--- src/rtl/cbar_pkg.sv ---
package cbar_pkg;

  localparam logic [1:0] MODE_BARS = 2'b01;

  typedef struct packed {
    logic [7:0] c0;
    logic [7:0] c1;
    logic [7:0] c2;
  } pix_t;

  // Black in the requested format
  function automatic pix_t black_pix(input logic ycc);
    pix_t p;
    p = ycc ? '{c0: 8'd16, c1: 8'd128, c2: 8'd128} : '{c0: 8'd0, c1: 8'd0, c2: 8'd0};
    return p;
  endfunction

  // Bar colour: RGB follows from the index bits, YCbCr from a short table
  function automatic pix_t bar_pix(input logic [2:0] idx, input logic ycc);
    pix_t p;
    if (!ycc) begin
      p.c0 = {8{~idx[1]}};
      p.c1 = {8{~idx[2]}};
      p.c2 = {8{~idx[0]}};
    end else begin
      unique case (idx)
        3'd0:    p = '{c0: 8'd235, c1: 8'd128, c2: 8'd128};
        3'd1:    p = '{c0: 8'd210, c1: 8'd16,  c2: 8'd146};
        3'd2:    p = '{c0: 8'd170, c1: 8'd166, c2: 8'd16};
        3'd3:    p = '{c0: 8'd145, c1: 8'd54,  c2: 8'd34};
        3'd4:    p = '{c0: 8'd106, c1: 8'd202, c2: 8'd222};
        3'd5:    p = '{c0: 8'd81,  c1: 8'd90,  c2: 8'd240};
        3'd6:    p = '{c0: 8'd41,  c1: 8'd240, c2: 8'd110};
        default: p = '{c0: 8'd16,  c1: 8'd128, c2: 8'd128};
      endcase
    end
    return p;
  endfunction

endpackage

--- src/rtl/cbar_cfg_latch.sv ---
module cbar_cfg_latch (
  input  logic       clk,
  input  logic       rst,
  input  logic       sol_in,
  input  logic [1:0] mode_sel,
  input  logic       fmt_ycc,
  output logic       pat_en_eff,
  output logic       fmt_eff,
  output logic       pat_en_q,
  output logic       fmt_q
);
  import cbar_pkg::*;

  // Settings are live in the strobe cycle itself, then held for the line
  assign pat_en_eff = sol_in ? (mode_sel == MODE_BARS) : pat_en_q;
  assign fmt_eff    = sol_in ? fmt_ycc : fmt_q;

  always_ff @(posedge clk) begin
    if (rst) begin
      pat_en_q <= 1'b0;
      fmt_q    <= 1'b0;
    end else begin
      pat_en_q <= pat_en_eff;
      fmt_q    <= fmt_eff;
    end
  end
endmodule

--- src/rtl/cbar_bar_track.sv ---
module cbar_bar_track #(
  parameter int WIDTH_W = 12
) (
  input  logic               clk,
  input  logic               rst,
  input  logic               sol_in,
  input  logic               vid_act_in,
  input  logic [WIDTH_W-1:0] line_width,
  output logic [2:0]         bar_eff,
  output logic [2:0]         bar_q
);
  localparam int BW_W = WIDTH_W - 3;
  localparam logic [2:0] LAST_BAR = 3'd7;

  logic [BW_W-1:0] bw_q, bw_eff;
  logic [BW_W-1:0] pos_q, pos_eff;
  logic            at_edge;

  assign bw_eff  = sol_in ? line_width[WIDTH_W-1:3] : bw_q;
  assign pos_eff = sol_in ? '0 : pos_q;
  assign bar_eff = sol_in ? 3'd0 : bar_q;
  assign at_edge = (bw_eff != '0) && (pos_eff == bw_eff - 1'b1);

  always_ff @(posedge clk) begin
    if (rst) begin
      bw_q  <= '0;
      pos_q <= '0;
      bar_q <= 3'd0;
    end else begin
      bw_q  <= bw_eff;
      pos_q <= pos_eff;
      bar_q <= bar_eff;
      if (vid_act_in && bar_eff != LAST_BAR && bw_eff != '0) begin
        if (at_edge) begin
          bar_q <= bar_eff + 3'd1;
          pos_q <= '0;
        end else begin
          pos_q <= pos_eff + 1'b1;
        end
      end
    end
  end
endmodule

--- src/rtl/cbar_gen.sv ---
module cbar_gen #(
  parameter int WIDTH_W = 12
) (
  input  logic               clk,
  input  logic               rst,
  input  logic [1:0]         mode_sel,
  input  logic               fmt_ycc,
  input  logic [WIDTH_W-1:0] line_width,
  input  logic               vid_act_in,
  input  logic               sol_in,
  input  logic [7:0]         in_c0,
  input  logic [7:0]         in_c1,
  input  logic [7:0]         in_c2,
  output logic               vid_act_out,
  output logic               sol_out,
  output logic [7:0]         out_c0,
  output logic [7:0]         out_c1,
  output logic [7:0]         out_c2
);
  import cbar_pkg::*;

  logic       pat_en_eff, fmt_eff, pat_en_q, fmt_q;
  logic [2:0] bar_eff, bar_reg;
  pix_t       pix_d, out_q;

  cbar_cfg_latch u_cfg (
    .clk(clk), .rst(rst), .sol_in(sol_in), .mode_sel(mode_sel), .fmt_ycc(fmt_ycc),
    .pat_en_eff(pat_en_eff), .fmt_eff(fmt_eff), .pat_en_q(pat_en_q), .fmt_q(fmt_q)
  );

  cbar_bar_track #(.WIDTH_W(WIDTH_W)) u_track (
    .clk(clk), .rst(rst), .sol_in(sol_in), .vid_act_in(vid_act_in),
    .line_width(line_width), .bar_eff(bar_eff), .bar_q(bar_reg)
  );

  always_comb begin
    if (!pat_en_eff)     pix_d = '{c0: in_c0, c1: in_c1, c2: in_c2};
    else if (vid_act_in) pix_d = bar_pix(bar_eff, fmt_eff);
    else                 pix_d = black_pix(fmt_eff);
  end

  always_ff @(posedge clk) begin
    if (rst) begin
      out_q       <= black_pix(fmt_ycc);
      vid_act_out <= 1'b0;
      sol_out     <= 1'b0;
    end else begin
      out_q       <= pix_d;
      vid_act_out <= vid_act_in;
      sol_out     <= sol_in;
    end
  end

  assign out_c0 = out_q.c0;
  assign out_c1 = out_q.c1;
  assign out_c2 = out_q.c2;
endmodule

--- config.mk ---
export PLATFORM = sky130hd
export DESIGN_NAME = cbar_gen
export DESIGN_NICKNAME = d
export VERILOG_FILES = /design/src/rtl/cbar_pkg.sv /design/src/rtl/cbar_cfg_latch.sv /design/src/rtl/cbar_bar_track.sv /design/src/rtl/cbar_gen.sv
export SDC_FILE = /design/constraint.sdc
export NUM_CORES = 1
export LEC_CHECK = 0
export ABC_AREA = 0
export BUFFER_PORTS_ARGS = -buffer_cell sky130_fd_sc_hd__buf_2
export CORE_UTILIZATION = 45
export CTS_CLUSTER_SIZE = 28
export DETAILED_ROUTE_END_ITERATION = 7
export GPL_ROUTABILITY_DRIVEN = 0
export PLACE_DENSITY_LB_ADDON = 0.1
export SYNTH_ARGS = -nofsm -noshare
export SYNTH_HDL_FRONTEND = slang
export SYNTH_SLANG_ARGS = --single-unit
--- constraint.sdc ---
create_clock -name clk -period 2.7 [get_ports clk]
set_input_delay 0 -clock clk [delete_from_list [all_inputs] [get_ports clk]]
set_output_delay 0 -clock clk [all_outputs]
set_load 0.05 [all_outputs]
==> metrics.csv <==
metric,value,unit
number of routed nets with antenna violations,0,
wire length of the first global-routing pass,11180,microns
Inserted Clock Buffers,5,
portion of the clock cycle consumed by the worst path in the final layout,89.09,%
clock root buffer,sky130_fd_sc_hd__clkbuf_8,
Mean Syn Cell Area,8.550,sq um
final critical path time including I/O delays and setup,2406,ps
Placed Cells,438,
transition time at the pin with the least slew margin,719.7,ps
Total Negative Setup Slacks,0,ps
max-slew headroom at the worst pin,52.02,%
arrival time reported for the critical path endpoint,2600,ps
register-to-register setup slack,300,ps
via/cell ratio,5.265,
Layout area overhead,30.75,%
number of global-route vias before repair,2304,
Yosys warning count,0,
crit path max fanout,3,
HP Class,in2reg,
cell area power density,498.5,mW/mm^2
insertion delay of the later-clocked pin in the worst-skew pair,310,ps
"Req. time, crit path",2900,ps
list of cells traversed by the critical path,dlygate4sd3_1 -> buf_2 -> or3b_2 -> a222oi_1 -> xor2_1 -> nor4_1 -> and3_4 -> mux2_2,
count of buffering cells on the critical path with inverters included,2,
number of max-capacitance violations reported,0,
reg-to-reg startpoint,u_track.bw_q[2]$_SDFF_PP0_,
number of cell rows,27,
origin of the worst min-delay path,line_width[8],
Worst Setup Path Type,in2reg,
DRC violations left,0,
post-detail-place hpwl,4610,microns
run status,completed,
antenna violations before repair,0,
most frequent standard cell in the layout excluding fill and tap cells,sky130_fd_sc_hd__buf_2,
Pins Over Slew Limit,0,
IO Pins,69,
number of inserted diodes,0,
H-Tree Level Count,2,
setup repair after global routing missed its margin,no,
maximum resistive drop on vdd,0.0003094,V
share of cells above drive strength 1,24.00,%
total power,1.705,mW
final hold slack,0.2442,ps
global routing usage summed across all routing layers,23.03,%
category of the worst setup path capture point,register,
post-route core utilization,61.74,%
Hold Crit Endpoint,u_track.bw_q[5]$_SDFF_PP0_,
critical register-to-register path endpoint,u_track.bar_q[0]$_SDFF_PP0_,
highest-count cells in the layout ignoring fill and taps,"65 x sky130_fd_sc_hd__buf_2, 49 x sky130_fd_sc_hd__dfxtp_1, 37 x sky130_fd_sc_hd__nor2_1",
most instantiated flip-flop cell in the synthesis netlist,sky130_fd_sc_hd__dfxtp_1,
"worst slack, placed",234.1,ps
cell depth of the worst min-delay path,3,
detailed-route via count,2485,
register bit count reported by yosys,49,
die height,78.25,microns
Num Clock Sinks,49,
post-route worst setup slack,294.5,ps
count of flip-flops with a built-in enable after synthesis,0,
GRT Residual Overflow,0,
delay of the slowest cell on the worst path,530,ps
"Cell Area, Synth",0.002616,sq mm
share of synthesized registers carrying an async set or reset,0,%
maximum clock rate,415.7,MHz
clock-pin slew of the registers on the worst-case setup and hold paths,90,ps
post-route non-filler standard cell count,472,
dominant delay contributor by cell family on the critical path,simple AND/OR/NAND/NOR gates,
Leak Pwr,1.533,nW
Post-CTS Setup Repair Bufs,0,
synthesized net count,359,
"Slowest-stage cell, CP",sky130_fd_sc_hd__dlygate4sd3_1,
Nets,452,
largest net degree at the start of global routing,37,
Starting Density,47.22,%
DRT iter0 DRCs,133,
Detailed Route WL,6611,microns
placeable core region,0.005540,sq mm
reg2reg path depth,6,
Hold Fails Final Rpt,0,
number of input and output port buffers inserted,65,
Max clock buf depth,2,
share of synthesized area occupied by flip-flops and latches,37.49,%
final number of setup-violating endpoints,0,
average detailed-routed wire length per instance,14.01,microns
TritonCTS clock tree,yes,
worst clock skew,5.747,ps
final non-filler cell area,0.003421,sq mm
post-synthesis instance total,306,
Die Area,0.006123,sq mm
post-synth cell types,48,
overall die width,78.25,microns
number of detailed-route iterations in the first pass,4,
kind of launch point of the worst setup path,input pin,
area of placed instances,0.003044,sq mm
[flip-flops by register name, indices dropped and copies added (netlist names)]
signal,count
out_c2,8
out_c1,8
u_cfg.fmt_q,1
u_track.bw_q,9
vid_act_out,1
u_cfg.pat_en_q,1
u_track.pos_q,9
out_c0,8
u_track.bar_q,3
sol_out,1
[final cells by class]
cell class	count	area (sq um)
clock buffer	7	86.33
clock inverter	1	30.03
fill	510	2120
inverter	4	15.01
multi-input combinational	236	1543
sequential	49	980.9
tap	72	90.09
timing repair buffer	103	675.6
[cells in the mapped netlist, types with 3 or more instances]
master                      n  area (sq um)
sky130_fd_sc_hd__nor3_1    11         55.05
sky130_fd_sc_hd__xor2_1    10         87.58
sky130_fd_sc_hd__nand3_1    3         15.01
sky130_fd_sc_hd__o21ai_0   11         55.05
sky130_fd_sc_hd__dfxtp_1   49         980.9
sky130_fd_sc_hd__nor4_1     3         18.77
sky130_fd_sc_hd__nand4_1    6         37.54
sky130_fd_sc_hd__ha_1       9         112.6
sky130_fd_sc_hd__a21oi_1   28         140.1
sky130_fd_sc_hd__nor3b_1    4         30.03
sky130_fd_sc_hd__buf_1      3         11.26
sky130_fd_sc_hd__nand2_1   28         105.1
sky130_fd_sc_hd__nor2_1    37         138.9
sky130_fd_sc_hd__and3_1     4         25.02
sky130_fd_sc_hd__mux2i_1   11         110.1
sky130_fd_sc_hd__inv_1      4         15.01
sky130_fd_sc_hd__clkbuf_1  10         37.54
sky130_fd_sc_hd__xnor2_1   13         113.9
sky130_fd_sc_hd__nor2b_1    8         50.05
sky130_fd_sc_hd__a22oi_1    7         52.55
sky130_fd_sc_hd__a31oi_1    6         37.54
sky130_fd_sc_hd__nand2b_1   3         18.77
[logic make-up (layout without fill, tap and decap cells)]
| logic type | Yosys count | in the layout | synth area share, % |
|---|---|---|---|
| AO/OA/AOI/OAI | 67 | 67 | 15.97 |
| XOR/XNOR | 23 | 23 | 7.700 |
| adder cells (fa/ha/maj) | 10 | 10 | 5.069 |
| buffers and inverters | 21 | 115 | 3.682 |
| flip-flops | 49 | 49 | 37.49 |
| multiplexers | 13 | 13 | 5.069 |
| AND/OR/NAND/NOR | 123 | 123 | 25.01 |
[timing repair]
item / 4_1_cts / 5_1_grt
hold buffers: 26 / 0
gates resized for setup: 0 / 0
hold endpoints to repair: 26 / 0
[worst max-delay path by stage]
stage,from,end,slack (ps),cells past startpoint
2_1_floorplan,sol_in,u_track.bar_q[0]$_SDFF_PP0_,30,10
3_3_place_gp,sol_in,u_track.bar_q[0]$_SDFF_PP0_,290,7
3_5_place_dp,sol_in,u_track.bar_q[0]$_SDFF_PP0_,230,8
4_1_cts,line_width[9],u_track.bar_q[0]$_SDFF_PP0_,320,8
5_1_grt,u_track.bw_q[2]$_SDFF_PP0_,u_track.pos_q[4]$_SDFF_PP0_,130,7
6_report,line_width[9],u_track.bar_q[0]$_SDFF_PP0_,290,8
[tightest hold or removal path, cell delays in order]
cell                      delay, ps
sky130_fd_sc_hd__buf_2          120
sky130_fd_sc_hd__mux2i_1         70
sky130_fd_sc_hd__nor2_1          80
[power by group]
part | internal (mW) | total (mW) | switching, mW | leakage [nW]
Clock | 0.302 | 0.552 | 0.250 | 0.0585
Combinational | 0.138 | 0.373 | 0.235 | 1.07
Sequential | 0.760 | 0.780 | 0.0194 | 0.404
[routing by layer]
metal | vias to the layer above | track usage [%] | routed length, microns
met4 | 0 | 6.111 | 61
met2 | 72 | 33.07 | 2811
met1 | 1132 | 34.87 | 3337
met3 | 7 | 4.186 | 401
li1 | 1274 | - | -
met5 | - | 0 | 0
(Power assumes the default switching activity.)
